==> src/rtl/cfs_pkg.sv <==
package cfs_pkg;

    typedef enum logic [1:0] {
        FC_ACTIVE  = 2'd0,
        FC_PASSIVE = 2'd1,
        FC_BUSOFF  = 2'd2
    } fc_state_e;

    localparam logic [1:0] SEL_CTRL = 2'd0;
    localparam logic [1:0] SEL_CNT  = 2'd1;
    localparam logic [1:0] SEL_STAT = 2'd2;

    // status word bit positions
    localparam int ST_TWRN_INT = 17;
    localparam int ST_RWRN_INT = 16;
    localparam int ST_KIND_LO  = 10;
    localparam int ST_TX_WARN  = 9;
    localparam int ST_RX_WARN  = 8;
    localparam int ST_IDLE     = 7;
    localparam int ST_ACTIVE   = 6;
    localparam int ST_FC_LO    = 4;
    localparam int ST_BOFF_INT = 2;
    localparam int ST_ERR_INT  = 1;
    localparam int ST_WAKE_INT = 0;

    // control word bit positions
    localparam int CT_M_BOFF  = 15;
    localparam int CT_M_ERR   = 14;
    localparam int CT_M_TWRN  = 11;
    localparam int CT_M_RWRN  = 10;
    localparam int CT_NO_RECV = 6;

    localparam logic [31:0] CTL_WMASK = (32'd1 << CT_M_BOFF) | (32'd1 << CT_M_ERR) |
                                        (32'd1 << CT_M_TWRN) | (32'd1 << CT_M_RWRN) |
                                        (32'd1 << CT_NO_RECV);

endpackage

==> src/rtl/cfs_busoff_recovery.sv <==
module cfs_busoff_recovery #(
    parameter int RECOV_COUNT = 128
) (
    input  logic clk,
    input  logic rst_n,
    input  logic in_busoff,
    input  logic rec11,
    input  logic recov_dis,
    output logic recov_done
);
    localparam int RC_W = $clog2(RECOV_COUNT + 1);

    logic [RC_W-1:0] cnt_q;

    assign recov_done = in_busoff && !recov_dis && rec11 &&
                        (cnt_q == RC_W'(RECOV_COUNT - 1));

    always_ff @(posedge clk or negedge rst_n) begin
        if (!rst_n) begin
            cnt_q <= '0;
        end else if (!in_busoff || recov_done) begin
            cnt_q <= '0;
        end else if (rec11 && !recov_dis) begin
            cnt_q <= cnt_q + 1'b1;
        end
    end

    AST_RECOV_HOLD: assert property (@(posedge clk) disable iff (!rst_n)
        (in_busoff && recov_dis) |=> $stable(cnt_q));
    AST_RECOV_BOUND: assert property (@(posedge clk) disable iff (!rst_n)
        cnt_q < RC_W'(RECOV_COUNT));

endmodule

==> src/rtl/cfs_err_counters.sv <==
module cfs_err_counters import cfs_pkg::*; #(
    parameter int CNT_W       = 8,
    parameter int TX_ERR_STEP = 8,
    parameter int WARN_LVL    = 96,
    parameter int PASSIVE_LVL = 128
) (
    input  logic             clk,
    input  logic             rst_n,
    input  logic             tx_err,
    input  logic             rx_err,
    input  logic             tx_ok,
    input  logic             rx_ok,
    input  logic             recov_done,
    output logic [CNT_W-1:0] tx_cnt,
    output logic [CNT_W-1:0] rx_cnt,
    output fc_state_e        state,
    output logic             tx_warn,
    output logic             rx_warn,
    output logic             tx_warn_rise,
    output logic             rx_warn_rise,
    output logic             enter_passive,
    output logic             enter_busoff
);
    localparam int               SUM_W   = CNT_W + 1;
    localparam logic [CNT_W-1:0] CNT_MAX = '1;
    localparam logic [CNT_W-1:0] WARN_C  = CNT_W'(WARN_LVL);
    localparam logic [CNT_W-1:0] PASS_C  = CNT_W'(PASSIVE_LVL);

    fc_state_e        state_q, state_n;
    logic [CNT_W-1:0] tx_q, rx_q, tx_nx, rx_nx;
    logic [SUM_W-1:0] tx_sum;
    logic             tx_ovf;

    // next counter values outside bus-off
    always_comb begin
        tx_sum = {1'b0, tx_q} + SUM_W'(TX_ERR_STEP);
        tx_ovf = tx_err && tx_sum[CNT_W];
        if (tx_err) begin
            tx_nx = tx_ovf ? CNT_MAX : tx_sum[CNT_W-1:0];
        end else if (tx_ok && tx_q != '0) begin
            tx_nx = tx_q - 1'b1;
        end else begin
            tx_nx = tx_q;
        end
        if (rx_err) begin
            rx_nx = (rx_q == CNT_MAX) ? CNT_MAX : rx_q + 1'b1;
        end else if (rx_ok && rx_q != '0) begin
            rx_nx = rx_q - 1'b1;
        end else begin
            rx_nx = rx_q;
        end
    end

    // next-state logic
    always_comb begin
        state_n = state_q;
        unique case (state_q)
            FC_ACTIVE: begin
                if (tx_ovf)                                  state_n = FC_BUSOFF;
                else if (tx_nx >= PASS_C || rx_nx >= PASS_C) state_n = FC_PASSIVE;
            end
            FC_PASSIVE: begin
                if (tx_ovf)                                  state_n = FC_BUSOFF;
                else if (tx_nx < PASS_C && rx_nx < PASS_C)   state_n = FC_ACTIVE;
            end
            FC_BUSOFF: begin
                if (recov_done)                              state_n = FC_ACTIVE;
            end
            default:                                         state_n = FC_ACTIVE;
        endcase
    end

    // state and counter registers
    always_ff @(posedge clk or negedge rst_n) begin
        if (!rst_n) begin
            state_q <= FC_ACTIVE;
            tx_q    <= '0;
            rx_q    <= '0;
        end else begin
            state_q <= state_n;
            if (state_q == FC_BUSOFF) begin
                if (recov_done) begin
                    tx_q <= '0;
                    rx_q <= '0;
                end
            end else begin
                tx_q <= tx_nx;
                rx_q <= rx_nx;
            end
        end
    end

    // outputs
    always_comb begin
        tx_cnt        = tx_q;
        rx_cnt        = rx_q;
        state         = state_q;
        tx_warn       = tx_q >= WARN_C;
        rx_warn       = rx_q >= WARN_C;
        tx_warn_rise  = (state_q != FC_BUSOFF) && (tx_q < WARN_C) && (tx_nx >= WARN_C);
        rx_warn_rise  = (state_q != FC_BUSOFF) && (rx_q < WARN_C) && (rx_nx >= WARN_C);
        enter_passive = (state_q == FC_ACTIVE) && (state_n == FC_PASSIVE);
        enter_busoff  = (state_q != FC_BUSOFF) && (state_n == FC_BUSOFF);
    end

    AST_ACTIVE_BELOW: assert property (@(posedge clk) disable iff (!rst_n)
        (state_q == FC_ACTIVE) |-> (tx_q < PASS_C && rx_q < PASS_C));
    AST_BUSOFF_FROZEN: assert property (@(posedge clk) disable iff (!rst_n)
        (state_q == FC_BUSOFF && !recov_done) |=> ($stable(tx_q) && $stable(rx_q)));
    AST_RECOV_CLEARS: assert property (@(posedge clk) disable iff (!rst_n)
        (state_q == FC_BUSOFF && recov_done) |=> (tx_q == '0 && rx_q == '0 && state_q == FC_ACTIVE));
    AST_RX_SATURATE: assert property (@(posedge clk) disable iff (!rst_n)
        (state_q != FC_BUSOFF && rx_q == CNT_MAX && rx_err) |=> (rx_q == CNT_MAX));
    AST_BUSOFF_TX_MAX: assert property (@(posedge clk) disable iff (!rst_n)
        (state_q == FC_BUSOFF) |-> (tx_q == CNT_MAX || recov_done || $past(recov_done)));

endmodule

==> src/rtl/cfs_status_regs.sv <==
module cfs_status_regs import cfs_pkg::*; #(
    parameter int CNT_W  = 8,
    parameter int KIND_N = 6
) (
    input  logic              clk,
    input  logic              rst_n,
    input  logic [KIND_N-1:0] kinds,
    input  logic              wake,
    input  logic              bus_idle,
    input  logic              bus_active,
    input  logic [CNT_W-1:0]  tx_cnt,
    input  logic [CNT_W-1:0]  rx_cnt,
    input  fc_state_e         state,
    input  logic              tx_warn,
    input  logic              rx_warn,
    input  logic              tx_warn_rise,
    input  logic              rx_warn_rise,
    input  logic              enter_passive,
    input  logic              enter_busoff,
    input  logic [1:0]        reg_sel,
    input  logic              reg_wr,
    input  logic              reg_rd,
    input  logic [31:0]       reg_wdata,
    output logic [31:0]       reg_rdata,
    output logic              recov_dis,
    output logic              irq
);
    logic [31:0]       ctl_q;
    logic [KIND_N-1:0] kind_q;
    logic              twrn_q, rwrn_q, boff_q, err_q, wake_q;
    logic              rd_stat, wr_stat, wr_ctl;
    logic [31:0]       clr;
    logic [31:0]       stat_w;

    assign rd_stat = reg_rd && (reg_sel == SEL_STAT);
    assign wr_stat = reg_wr && (reg_sel == SEL_STAT);
    assign wr_ctl  = reg_wr && (reg_sel == SEL_CTRL);
    assign clr     = wr_stat ? reg_wdata : 32'd0;

    always_ff @(posedge clk or negedge rst_n) begin
        if (!rst_n) begin
            ctl_q  <= '0;
            kind_q <= '0;
            twrn_q <= 1'b0;
            rwrn_q <= 1'b0;
            boff_q <= 1'b0;
            err_q  <= 1'b0;
            wake_q <= 1'b0;
        end else begin
            if (wr_ctl) ctl_q <= reg_wdata & CTL_WMASK;
            kind_q <= rd_stat ? kinds : (kind_q | kinds);
            twrn_q <= tx_warn_rise | (twrn_q & ~clr[ST_TWRN_INT]);
            rwrn_q <= rx_warn_rise | (rwrn_q & ~clr[ST_RWRN_INT]);
            boff_q <= enter_busoff | (boff_q & ~clr[ST_BOFF_INT]);
            err_q  <= (|kinds) | enter_passive | (err_q & ~clr[ST_ERR_INT]);
            wake_q <= wake | (wake_q & ~clr[ST_WAKE_INT]);
        end
    end

    always_comb begin
        stat_w = '0;
        stat_w[ST_TWRN_INT]                    = twrn_q;
        stat_w[ST_RWRN_INT]                    = rwrn_q;
        stat_w[ST_KIND_LO +: KIND_N]           = kind_q;
        stat_w[ST_TX_WARN]                     = tx_warn;
        stat_w[ST_RX_WARN]                     = rx_warn;
        stat_w[ST_IDLE]                        = bus_idle;
        stat_w[ST_ACTIVE]                      = bus_active;
        stat_w[ST_FC_LO +: 2]                  = state;
        stat_w[ST_BOFF_INT]                    = boff_q;
        stat_w[ST_ERR_INT]                     = err_q;
        stat_w[ST_WAKE_INT]                    = wake_q;
        case (reg_sel)
            SEL_CTRL: reg_rdata = ctl_q;
            SEL_CNT:  reg_rdata = {{(32 - 2*CNT_W){1'b0}}, rx_cnt, tx_cnt};
            SEL_STAT: reg_rdata = stat_w;
            default:  reg_rdata = '0;
        endcase
    end

    assign recov_dis = ctl_q[CT_NO_RECV];
    assign irq = (boff_q & ctl_q[CT_M_BOFF]) |
                 (err_q  & ctl_q[CT_M_ERR]) |
                 (twrn_q & ctl_q[CT_M_TWRN] & ctl_q[CT_M_ERR]) |
                 (rwrn_q & ctl_q[CT_M_RWRN] & ctl_q[CT_M_ERR]);

    AST_KIND_RDCLR: assert property (@(posedge clk) disable iff (!rst_n)
        (rd_stat && kinds == '0) |=> (kind_q == '0));
    AST_KIND_KEPT: assert property (@(posedge clk) disable iff (!rst_n)
        (!rd_stat) |=> ((kind_q & $past(kind_q)) == $past(kind_q)));
    AST_W1C_BOFF: assert property (@(posedge clk) disable iff (!rst_n)
        (wr_stat && reg_wdata[ST_BOFF_INT] && !enter_busoff) |=> !boff_q);
    AST_BOFF_FLAG: assert property (@(posedge clk) disable iff (!rst_n)
        enter_busoff |=> boff_q);
    AST_CTL_MASKED: assert property (@(posedge clk) disable iff (!rst_n)
        (ctl_q & ~CTL_WMASK) == '0);

endmodule

==> src/rtl/can_fault_status.sv <==
module can_fault_status import cfs_pkg::*; #(
    parameter int CNT_W       = 8,
    parameter int TX_ERR_STEP = 8,
    parameter int WARN_LVL    = 96,
    parameter int PASSIVE_LVL = 128,
    parameter int RECOV_COUNT = 128
) (
    input  logic        clk,
    input  logic        rst_n,
    input  logic        ev_tx_err,
    input  logic        ev_rx_err,
    input  logic        ev_tx_ok,
    input  logic        ev_rx_ok,
    input  logic [5:0]  ev_kind,
    input  logic        ev_wake,
    input  logic        ev_recessive11,
    input  logic        bus_idle,
    input  logic        bus_active,
    input  logic [1:0]  reg_sel,
    input  logic        reg_wr,
    input  logic        reg_rd,
    input  logic [31:0] reg_wdata,
    output logic [31:0] reg_rdata,
    output logic        irq
);
    logic [CNT_W-1:0] tx_cnt, rx_cnt;
    fc_state_e        state;
    logic tx_warn, rx_warn, tx_warn_rise, rx_warn_rise;
    logic enter_passive, enter_busoff, recov_done, recov_dis;

    cfs_err_counters #(
        .CNT_W(CNT_W), .TX_ERR_STEP(TX_ERR_STEP),
        .WARN_LVL(WARN_LVL), .PASSIVE_LVL(PASSIVE_LVL)
    ) u_cnt (
        .clk(clk), .rst_n(rst_n),
        .tx_err(ev_tx_err), .rx_err(ev_rx_err), .tx_ok(ev_tx_ok), .rx_ok(ev_rx_ok),
        .recov_done(recov_done),
        .tx_cnt(tx_cnt), .rx_cnt(rx_cnt), .state(state),
        .tx_warn(tx_warn), .rx_warn(rx_warn),
        .tx_warn_rise(tx_warn_rise), .rx_warn_rise(rx_warn_rise),
        .enter_passive(enter_passive), .enter_busoff(enter_busoff)
    );

    cfs_busoff_recovery #(.RECOV_COUNT(RECOV_COUNT)) u_recov (
        .clk(clk), .rst_n(rst_n),
        .in_busoff(state == FC_BUSOFF), .rec11(ev_recessive11),
        .recov_dis(recov_dis), .recov_done(recov_done)
    );

    cfs_status_regs #(.CNT_W(CNT_W), .KIND_N(6)) u_regs (
        .clk(clk), .rst_n(rst_n),
        .kinds(ev_kind), .wake(ev_wake), .bus_idle(bus_idle), .bus_active(bus_active),
        .tx_cnt(tx_cnt), .rx_cnt(rx_cnt), .state(state),
        .tx_warn(tx_warn), .rx_warn(rx_warn),
        .tx_warn_rise(tx_warn_rise), .rx_warn_rise(rx_warn_rise),
        .enter_passive(enter_passive), .enter_busoff(enter_busoff),
        .reg_sel(reg_sel), .reg_wr(reg_wr), .reg_rd(reg_rd), .reg_wdata(reg_wdata),
        .reg_rdata(reg_rdata), .recov_dis(recov_dis), .irq(irq)
    );

    AST_IRQ_QUIET_RESET: assert property (@(posedge clk) disable iff (!rst_n)
        $rose(rst_n) |-> !irq);

endmodule

==> config.mk <==
export PLATFORM = sky130hd
export DESIGN_NAME = can_fault_status
export DESIGN_NICKNAME = d
export VERILOG_FILES = /design/src/rtl/cfs_pkg.sv /design/src/rtl/cfs_busoff_recovery.sv /design/src/rtl/cfs_err_counters.sv /design/src/rtl/cfs_status_regs.sv /design/src/rtl/can_fault_status.sv
export SDC_FILE = /design/constraint.sdc
export NUM_CORES = 1
export LEC_CHECK = 0
export BUFFER_PORTS_ARGS = -buffer_cell sky130_fd_sc_hd__buf_2
export CAP_MARGIN = 40
export CORE_MARGIN = 1
export CORE_UTILIZATION = 52
export CTS_CLUSTER_SIZE = 16
export DETAILED_ROUTE_END_ITERATION = 10
export GPL_ROUTABILITY_DRIVEN = 0
export GPL_TIMING_DRIVEN = 0
export PLACE_DENSITY = 0.8
export SKIP_CTS_REPAIR_TIMING = 1
export SLEW_MARGIN = 20
export SYNTH_ARGS = -nofsm -noshare
export SYNTH_HDL_FRONTEND = slang
export SYNTH_SLANG_ARGS = --single-unit
==> constraint.sdc <==
create_clock -name clk -period 2.7 [get_ports clk]
set_input_delay 0.54 -clock clk [delete_from_list [all_inputs] [get_ports clk]]
set_output_delay 0.54 -clock clk [all_outputs]
set_load 0.1 [all_outputs]
==> summary.txt <==
Outcome
  – Status: completed

Worst setup path
  – Worst Path Arrival: 2.08 ns
  – Crit path kind: input port to output port
  – CP startpoint kind: input port
  – Cell Chain, Critical Path: buf_2 > nor2b_1 > buf_1 > clkbuf_2 > nand2_1 > o21ai_2 > clkbuf_4
  – Critical-path top delay cell: clkbuf_4
  – CP max stage delay: 0.33 ns
  – CP bufs+invs: 4
  – CP top delay family: buffers and inverters
  – Crit end category: output port
  – Worst Path Required: 2.16 ns
  – CP max FO: 10

Timing
  – Clock skew: 0.00663 ns
  – Max-slew headroom: 49.5%
  – Final setup vio count: 0
  – Fin. max-slew vios: 0
  – Setup TNS: 0 ns
  – Slew @ Worst Pin: 0.756 ns
  – Period utilisation layout: 97.1%
  – Fmax: 382 MHz
  – Minimum clock period: 2.62 ns
  – Final Hold Viols: 0
  – RSZ-0062 raised after global routing: false

Layout
  – # diodes: 0
  – Final #Nets: 457
  – Commonest non-fill, non-tap cell in the layout: dfrtp_1
  – Layout cell share with drive strength beyond 1: 27.6%
  – Post-route cell area: 3470 um^2
  – Area growth, synth to finish: 19.1%
  – Most frequent cells in the layout: dfrtp_1, buf_2, nand2_1

Die
  – FP Rows: 26
  – Core Region: 5240 um^2
  – Die X: 76.8 um
  – Die area: 5910 um^2
  – Initial core utilization: 55.6%
  – Boundary Pins: 85
  – Height of the die: 76.8 um

Routing
  – WL final: 7.44 mm
  – DR pass1 iterations: 5
  – Via count: 2761
  – Starting DRT DRC Count: 319
  – Residual DRC: 0
  – Post-DR wirelength/cell: 15.9 um
  – Via density per instance: 5.89
  – DRT antenna net count: 0

CTS
  – CTS tree: yes
  – CTS max path bufs: 2
  – Clock sinks: 42
  – Num CTS Buffers: 5
  – Worst-path clk slew: 0.09 ns
  – Worst-Skew Late Latency: 0.30 ns
  – H-tree depth: 2
  – Root buffer cell: clkbuf_8

GRT
  – Largest net degree at the start of global routing: 34
  – Busiest grt layer: met2
  – Final global-route overflow total: 0
  – Overall Global Routing Usage: 26.2%
  – Vias in the first global route: 2550
  – Met3 Resource Use GR: 3.21%
  – Initial antenna violation count: 0
  – First-pass GRT wire length: 12.3 mm
  – Met1 Use GR: 36.1%
  – Met2 Use GR: 42.1%

Logic synthesis
  – Post-synthesis simple-gate area fraction: 19.2%
  – Post-synthesis sequential area ratio: 36.1%
  – Mux cell area share after synthesis: 5.07%
  – Adder-cell share of the synthesized area: 3.01%
  – Ys async rst share: 100%
  – Yosys cell types: 65
  – Number of synthesized flops with an enable pin: 0
  – Post-Syn Instances: 330
  – Syn Area/Cell: 8.83 um^2
  – Post-synthesis compound-gate area fraction: 25.4%
  – Post-synthesis register bit count: 42
  – Largest family of logic cells by synthesized area: compound AO/OA/AOI/OAI gates
  – Xor and xnor area share after synthesis: 2.10%
  – Ys Warns: 0
  – Synth Cell Area: 2910 um^2
  – Most used DFF post-synth: dfrtp_1

Power
  – Power Total: 3.09 mW
  – Combinational fraction of design power: 54.4%
  – LEAKAGE: 1.54 nW
  – Psw: 1.57 mW
  – Switch share: 50.7%
  – Pwr dens: 891 nW/um^2
  – Worst IR Drop VDD: 0.462 mV
  – Seq pwr share: 31.1%
  – Clock group share of total power: 14.5%
  – Int Pwr: 1.53 mW

Worst hold path
  – Worst min path class: input port to async pin

Job
  – Max-cap violation count: 0

Placed design
  – I/O Buffers: 47
  – HPWL after detailed placement: 5.63 mm
  – Placed cell area: 3340 um^2
per-layer routing:
| metal | part of all wire (%) | vias up |
|---|---|---|
| met3 | 4.7 | 18 |
| met1 | 44 | 1312 |
| met4 | 2.1 | 0 |
| met2 | 49 | 108 |
| li1 | - | 1323 |
| met5 | 0 | - |
kinds of logic (layout without fill, tap and decap cells):
group / after synthesis / after routing
xor+xnor: 7 / 7
flops: 42 / 42
mux: 14 / 14
buf+inv: 50 / 106
simple gates: 105 / 105
other cells: 1 / 14
fa+ha+maj: 7 / 7
compound gates: 104 / 104
registers in the layout (all words and copies together) (netlist names):
| register | cells |
|---|---|
| u_cnt.rx_cnt | 8 |
| u_cnt.tx_cnt | 8 |
| u_recov.cnt_q | 8 |
| u_regs.kind_q | 6 |
| u_regs.ctl_q | 5 |
| u_cnt.state | 2 |
| u_regs.boff_q | 1 |
| u_regs.err_q | 1 |
| u_regs.rwrn_q | 1 |
| u_regs.twrn_q | 1 |
| u_regs.wake_q | 1 |
power groups by stage:
stage               sequential, mW  clock [mW]  combinational (mW)
CTS                          0.956       0.451                1.65
global placement             0.962           0                1.60
finish                       0.962       0.448                1.68
floorplan                    0.906           0                1.37
detailed placement           0.968           0                1.65
global route                 0.985       0.477                1.80
layout make-up:
cell class / instances / area (um^2)
Inverter: 13 / 48.8
Sequential cell: 42 / 1050
Clock buffer: 6 / 82.6
Timing Repair Buffer: 48 / 280
Fill cell: 454 / 1770
Tap cell: 70 / 87.6
Multi-Input combinational cell: 251 / 1680
Clock inverter: 2 / 16.3
Buffer: 37 / 219
per-stage QoR:
step	hold WS, ns	util [%]	setup WS, ns	cells
2_1_floorplan	0.244	-	0.0655	343
3_3_place_gp	0.461	63.4	-0.278	460
3_5_place_dp	0.422	63.8	-0.310	461
4_1_cts	0.0954	65.7	-0.315	469
5_1_grt	0.106	66.2	0.0152	469
6_report	0.0866	66.2	0.0794	469
worst paths after layout:
kind / start / to / slack [ns] / cells after the start
min in group clk: ev_wake / u_regs.wake_q / 0.41 / 2
worst min-delay path: rst_n / u_cnt.tx_cnt[2] / 0.09 / 1
max in group asynchronous: rst_n / u_cnt.rx_cnt[7] / 2.16 / 2
worst max-delay path: reg_sel[0] / reg_rdata[6] / 0.08 / 7
worst min register to register: u_regs.kind_q[0] / u_regs.kind_q[0] / 0.48 / 1
worst max register to register: u_cnt.tx_cnt[1] / u_regs.err_q / 0.26 / 7
synth_stat cells (3+ instances only):
cell | count | area share (%)
nor2_1 | 17 | 2.2
buf_4 | 15 | 3.9
nand3_1 | 15 | 2.6
nor2b_1 | 10 | 2.1
clkbuf_1 | 14 | 1.8
dfrtp_1 | 42 | 36
a21oi_1 | 14 | 2.4
o31ai_1 | 5 | 1.3
mux2_2 | 6 | 2.3
xor2_1 | 4 | 1.2
o21ai_0 | 21 | 3.6
a31oi_1 | 7 | 1.5
nand2_1 | 27 | 3.5
inv_1 | 13 | 1.7
xnor2_1 | 3 | 0.90
and2_1 | 7 | 1.5
a21o_1 | 8 | 2.1
buf_2 | 3 | 0.52
nor3b_1 | 3 | 0.77
o21a_1 | 5 | 1.3
mux2i_1 | 8 | 2.7
a22o_1 | 11 | 3.3
nor3_1 | 6 | 1.0
and4_1 | 3 | 0.90
ha_1 | 7 | 3.0
o21ai_1 | 3 | 0.52
(Power assumes the default switching activity.)
